File: src/rtl/fifo_rd_engine.sv
module fifo_rd_engine #(
  parameter int BYTE_W    = 8,
  parameter int CMD_BYTES = 4
) (
  input  logic                          clk,
  input  logic                          rst_n,
  input  logic                          rxf_n,
  input  logic [BYTE_W-1:0]             bus_in,
  output logic [BYTE_W-1:0]             bus_out,
  output logic                          bus_drive_en,
  output logic                          rd_n,
  output logic                          oe_n,
  output logic                          cmd_valid,
  output logic [CMD_BYTES*BYTE_W-1:0]   cmd_word
);

  localparam int WORD_W = CMD_BYTES * BYTE_W;
  localparam int CNT_W  = (CMD_BYTES > 1) ? $clog2(CMD_BYTES) : 1;
  localparam logic [CNT_W-1:0] LAST = CNT_W'(CMD_BYTES - 1);

  typedef enum logic [1:0] {S_IDLE, S_OE_SETUP, S_READ} rd_state_t;

  rd_state_t         state;
  logic [CNT_W-1:0]  cnt;
  logic [WORD_W-1:0] shreg;
  logic [WORD_W-1:0] next_word;

  assign next_word    = {shreg[WORD_W-BYTE_W-1:0], bus_in};
  assign rd_n         = (state != S_READ);
  assign oe_n         = (state == S_IDLE);
  assign bus_out      = '0;
  assign bus_drive_en = 1'b0;

  always_ff @(posedge clk) begin
    if (!rst_n) begin
      state     <= S_IDLE;
      cnt       <= '0;
      shreg     <= '0;
      cmd_valid <= 1'b0;
      cmd_word  <= '0;
    end else begin
      cmd_valid <= 1'b0;
      case (state)
        S_IDLE: begin
          cnt <= '0;
          if (!rxf_n) state <= S_OE_SETUP;
        end
        S_OE_SETUP: state <= rxf_n ? S_IDLE : S_READ;
        S_READ: begin
          if (rxf_n) begin
            state <= S_IDLE;
          end else begin
            shreg <= next_word;
            cnt   <= cnt + 1'b1;
            if (cnt == LAST) begin
              state     <= S_IDLE;
              cmd_valid <= 1'b1;
              cmd_word  <= next_word;
            end
          end
        end
        default: state <= S_IDLE;
      endcase
    end
  end

endmodule

File: config.mk
export PLATFORM = sky130hd
export DESIGN_NAME = fifo_rd_engine
export DESIGN_NICKNAME = d
export VERILOG_FILES = /design/src/rtl/fifo_rd_engine.sv
export SDC_FILE = /design/constraint.sdc
export NUM_CORES = 1
export LEC_CHECK = 0
export BUFFER_PORTS_ARGS = -buffer_cell sky130_fd_sc_hd__buf_2
export CAP_MARGIN = 20
export CORE_MARGIN = 10
export CORE_UTILIZATION = 50
export CTS_BUF_LIST = sky130_fd_sc_hd__clkbuf_2
export DETAILED_ROUTE_END_ITERATION = 10
export GPL_ROUTABILITY_DRIVEN = 0
export PLACE_DENSITY_LB_ADDON = 0.1
export SLEW_MARGIN = 25
export SYNTH_ARGS = -nofsm -noshare
export SYNTH_HDL_FRONTEND = slang
export SYNTH_SLANG_ARGS = --single-unit
File: constraint.sdc
create_clock -name clk -period 1.4 [get_ports clk]
set_clock_uncertainty 0.2 [all_clocks]
set_input_delay 0.14 -clock clk [delete_from_list [all_inputs] [get_ports clk]]
set_output_delay 0.14 -clock clk [all_outputs]
set_load 0.02 [all_outputs]
Word level (Yosys, flattened, before mapping)
Cells that the tools add are included.
{"block": "word_totals", "register_bits": 61, "elab_cells": 31, "in_bits": 11, "out_inout_bits": 44}
{"block": "classes", "muxes": 8, "addsub": 1, "reduce_logical": 7, "n_eq_ne": 7, "bitwise": 3}
{"cell": "$mux W2", "n": 5}
{"cell": "$ne A2 B2 Y1 const B", "n": 3}
{"cell": "$pmux W2 S3", "n": 1}
{"cell": "$reduce_and A2 Y1", "n": 3}
{"cell": "$eq A2 B2 Y1 const B", "n": 2}
{"cell": "$pmux W2 S2", "n": 1}
{"cell": "$ne A3 B3 Y1 const B", "n": 1}
{"cell": "$not A1 Y1", "n": 3}
{"cell": "$reduce_and A3 Y1", "n": 1}
{"cell": "$reduce_or A3 Y1", "n": 1}
{"cell": "$add A2 B1 Y2 const B", "n": 1}
{"cell": "$eq A2 B1 Y1 const B", "n": 1}
{"cell": "$logic_not A2 Y1", "n": 1}
{"cell": "$reduce_bool A2 Y1", "n": 1}
{"cell": "$mux W1", "n": 1}

Logic depth before layout (Yosys ltp)
{"block": "depth", "depth_word": 4, "mapped_depth": 5, "mapped_depth_nobuf": 3}

Worst setup path before layout
Ideal clock, no wire load.
{"block": "synth_path", "path_type": "reg-to-reg", "start": "reg cnt[0]", "end": "reg cmd_word[0]", "stages_incl_launch_ff": 6, "synth_period_minus_slack_ps": 1361, "n_path_buf": 2, "arrival_time_ps": 1090, "t_required_ps": 1128, "setup_time_ps": 72, "setup_slack_ps": 39, "path_cell_list": "dfxtp_1 ha_1 nand4bb_1 buf_2 buf_6 mux2i_1"}
{"block": "synth_between", "elab_chain_cells": 2}
{"element": "start, declared", "line_no": "24", "rtl": "logic [CNT_W-1:0] cnt;"}
{"element": "start signal, assigned", "line_no": "54", "rtl": "cnt <= cnt + 1'b1;"}
{"element": "$eq A2 B2 Y1", "line_no": "55", "rtl": "if (cnt == LAST) begin"}
{"element": "$reduce_and A3 Y1 (no source line)"}
{"element": "end signal, assigned", "line_no": "58", "rtl": "cmd_word <= next_word;"}
{"element": "end, declared", "line_no": "14", "rtl": "output logic [CMD_BYTES*BYTE_W-1:0] cmd_word"}
Every way passes these cells.
A chain may end at the register's enable or synchronous reset.

Worst setup path in the final report
{"block": "layout_path", "start": "reg state[1]", "end": "reg shreg[6]"}
{"block": "layout_between", "elab_chain_cells": 2}
{"element": "start, declared", "line_no": "23", "rtl": "rd_state_t state;"}
{"element": "start signal, assigned", "line_no": "48", "rtl": "S_OE_SETUP: state <= rxf_n ? S_IDLE : S_READ;"}
{"element": "$eq A2 B2 Y1", "line_no": "43", "rtl": "case (state)"}
{"element": "$reduce_and A2 Y1 (no source line)"}
{"element": "end signal, assigned", "line_no": "53", "rtl": "shreg <= next_word;"}
{"element": "end, declared", "line_no": "25", "rtl": "logic [WORD_W-1:0] shreg;"}
Every way passes these cells.

==> flow_metrics.py <==
metrics = {
    "hold_path": {
        "hp-start": "cmd_word[0]",
        "holdPathEnd": "cmd_word[0]",
        "hold_path.class": "reg -> reg",
        "min_path_cells": 2,
    },
    "logic_synthesis": {
        "yosysWarnings": 0,
        "synth_area_leaders": "dfxtp_1 (52%), mux2i_1 (25%), nand2_1 (10%)",
        "muxShareOfSynthArea_pct": 24.6,
        "synth_adder_area_share_pct": 0.530,
        "syn_avg_cell_area_um2": 10.5,
        "synth_compound_area_share_pct": 0.848,
        "synth_cell_type_count": 20,
        "ys_seq_elements": 61,
        "syn_area_mm2": 0.00236,
        "ys_seq_area_share_pct": 51.7,
        "synth-xor-area-share_pct": 0,
        "synth_top_area_share_pct": 51.7,
        "synthSimpleGateAreaFrac_pct": 13.5,
        "synth_top_family_by_area": "multiplexers",
        "synth_cells": 224,
        "yosysTopAreaCell": "dfxtp_1",
    },
    "setup_path": {
        "reg2reg_depth": 7,
        "crit_fanout": 6,
        "r2r_slack_ns": -0.28,
        "cp.arrival_ns": 1.89,
        "rr_startpoint": "state[1]",
        "cpLargestDelayFamily": "buffers and inverters",
        "cp_common_cell": "buf_6",
        "slowest_stage": "dfxtp_2",
        "r2r_end": "shreg[6]",
        "startpoint_type": "register",
        "worst_setup_path_end_kind": "register",
        "crit_chain": "buf_4 -> buf_6 -> nor3b_4 -> buf_6 -> buf_6 -> buf_16 -> mux2i_1",
        "critPathBufInv": 5,
        "cp_data_required_time_ns": 1.61,
        "cp_slowest_stage_delay_ns": 0.38,
        "critical_path_class": "reg -> reg",
    },
    "routing": {
        "top_layer_used": "met4",
        "drt_wl_total_mm": 6.28,
        "drc": 0,
        "wl_per_cell_um": 16.1,
        "viasPerCell": 4.88,
        "detail-route-antenna-nets": 0,
        "drt_iter0_drc": 59,
        "wl_met2_mm": 3.09,
        "first_pass_iters": 4,
        "vias": 1905,
        "met3_wirelength_um": 332,
        "drt-met1-wl_mm": 2.77,
    },
    "final_layout": {
        "seq_area_mm2": 0.00125,
        "final_common_cell": "nand2_1",
        "multi_input_area_um2": 1000,
        "mostFrequentLayoutCells": "nand2_1 (65), mux2i_1 (58), dlygate4sd3_1 (43)",
        "n_fill_cell": 301,
        "drive_gt1_share_pct": 33.4,
        "area_growth_pct": 51.7,
        "final_cells": 390,
        "antenna_cells": 0,
        "nets": 346,
    },
    "sta": {
        "min_period_ns": 1.68,
        "worst_pin_slew_ns": 0.730,
        "hold_ws_ns": 0.272,
        "fmax_mhz": 594,
        "hold_viol_final": 0,
        "fin_setup_tns_ns": -9.77,
        "finalCritPeriodShare_pct": 120,
        "finalSetupViolCount": 61,
        "rsz0062_at_grt": "true",
        "fin_ws_ns": -0.282,
        "maxSlewHeadroom_pct": 51.4,
        "maxSlewViolCount": 0,
    },
    "run": {
        "maxCapViolCount": 0,
    },
    "cts": {
        "clock-sinks": 61,
        "numCtsBuffers": 9,
        "tritoncts": "built",
        "htreeDepth": 3,
        "clockRootBuffer": "clkbuf_2",
        "cts_buffer_depth": 2,
        "clk_transition_reported_paths_ns": 0.17,
        "clk_latency_ns": 0.49,
    },
    "grt": {
        "grt_pass1_wl_mm": 9.19,
        "grt_pass1_vias": 1917,
        "grt_max_degree": 35,
        "grt_use_total_pct": 15.1,
        "overflow": 0,
        "antenna_found_initial": 0,
    },
    "pwr": {
        "p_leak_nw": 1.64,
        "p_per_area_mw_per_mm2": 937,
        "ir_drop_mv": 0.821,
        "total_power_mw": 3.35,
    },
    "run_status": {
        "outcome": "finished with violations",
        "violations": "setup timing",
    },
    "floorplan": {
        "rows": 24,
        "die_w_um": 88.7,
        "core_area_mm2": 0.00447,
        "fp.dieArea_mm2": 0.00787,
        "die_y_um": 88.7,
        "io_pins": 55,
        "initial_utilization_pct": 52.7,
    },
    "place": {
        "place_inst": 312,
        "port_buffers": 45,
        "dp_hpwl_mm": 2.90,
    },
}
worst max-delay path by stage:
stage	start	end	slack [ns]	cells past startpoint
floorplan	cnt[0]	cmd_word[0]	0.04	5
global placement	state[1]	shreg[23]	0.04	3
detailed placement	cnt[0]	cmd_word[3]	0.03	4
CTS	state[1]	rd_n	-0.26	3
global route	state[1]	shreg[21]	-0.35	7
finish	state[1]	shreg[6]	-0.28	7
per-stage QoR:
| step | instance area, µm² | setup slack (ns) | utilization (%) |
|---|---|---|---|
| after floorplan | 2390 | 0.0388 | - |
| after global placement | 2580 | 0.0386 | 57.8 |
| after detailed placement | 2580 | 0.0260 | 57.8 |
| after CTS | 3330 | -0.265 | 74.3 |
| after global routing | 3580 | -0.352 | 80.0 |
| final | 3580 | -0.282 | 80.0 |
area by class of cell:
| type | instances | area share (%) |
|---|---|---|
| timing repair buffer | 116 | 31.1 |
| tap | 52 | 1.82 |
| clock inverter | 5 | 2.80 |
| multi-input combinational | 146 | 27.9 |
| clock buffer | 10 | 1.40 |
| sequential | 61 | 35.0 |
registers in the layout (all words and copies together), names as in the netlist:
signal	flops
cmd_valid	1
cmd_word	32
cnt	2
shreg	24
state	2
layer usage:
| metal | track usage [%] | vias to the layer above |
|---|---|---|
| met4 | 6.17 | 0 |
| li1 | - | 947 |
| met2 | 23.7 | 42 |
| met1 | 18.0 | 910 |
| met5 | 0 | - |
| met3 | 5.88 | 6 |
cell families after synthesis:
| group | after synthesis |
|---|---|
| buffers and inverters | 25 |
| adders and majority gates | 1 |
| DFF | 61 |
| other | 1 |
| and+or+nand+nor | 75 |
| muxes | 58 |
| AOI/OAI and AO/OA | 3 |
report_power, final:
part           switching, mW  internal, mW  total [mW]
sequential           0.00383          1.74        1.75
clock                  0.625         0.764        1.39
combinational          0.113         0.105       0.218
repair_timing:
item	in CTS	in global routing
gates resized for setup	10	61
endpoints found under the hold margin	49	1
pin swaps	1	4
setup endpoints to repair	6	85
hold buffers	45	1
gates cloned	2	4
buffers inserted	7	9
tightest hold or removal path, stage by stage (launching register included):
cell	delay, ns
dfxtp_2	0.35
nand2_1	0.05
mux2i_1	0.05
Yosys cell counts:
library cell / n
nor2_1: 1
ha_1: 1
buf_2: 5
nor3b_2: 1
or3b_1: 1
nand4bb_1: 1
nand2b_1: 3
mux2i_1: 58
o211ai_1: 2
and3_1: 1
conb_1: 1
a21oi_1: 1
nor3_1: 1
clkbuf_1: 4
dfxtp_1: 61
buf_12: 2
nand2_1: 65
buf_6: 5
buf_4: 9
or2b_1: 1
(Power assumes the default switching activity.)
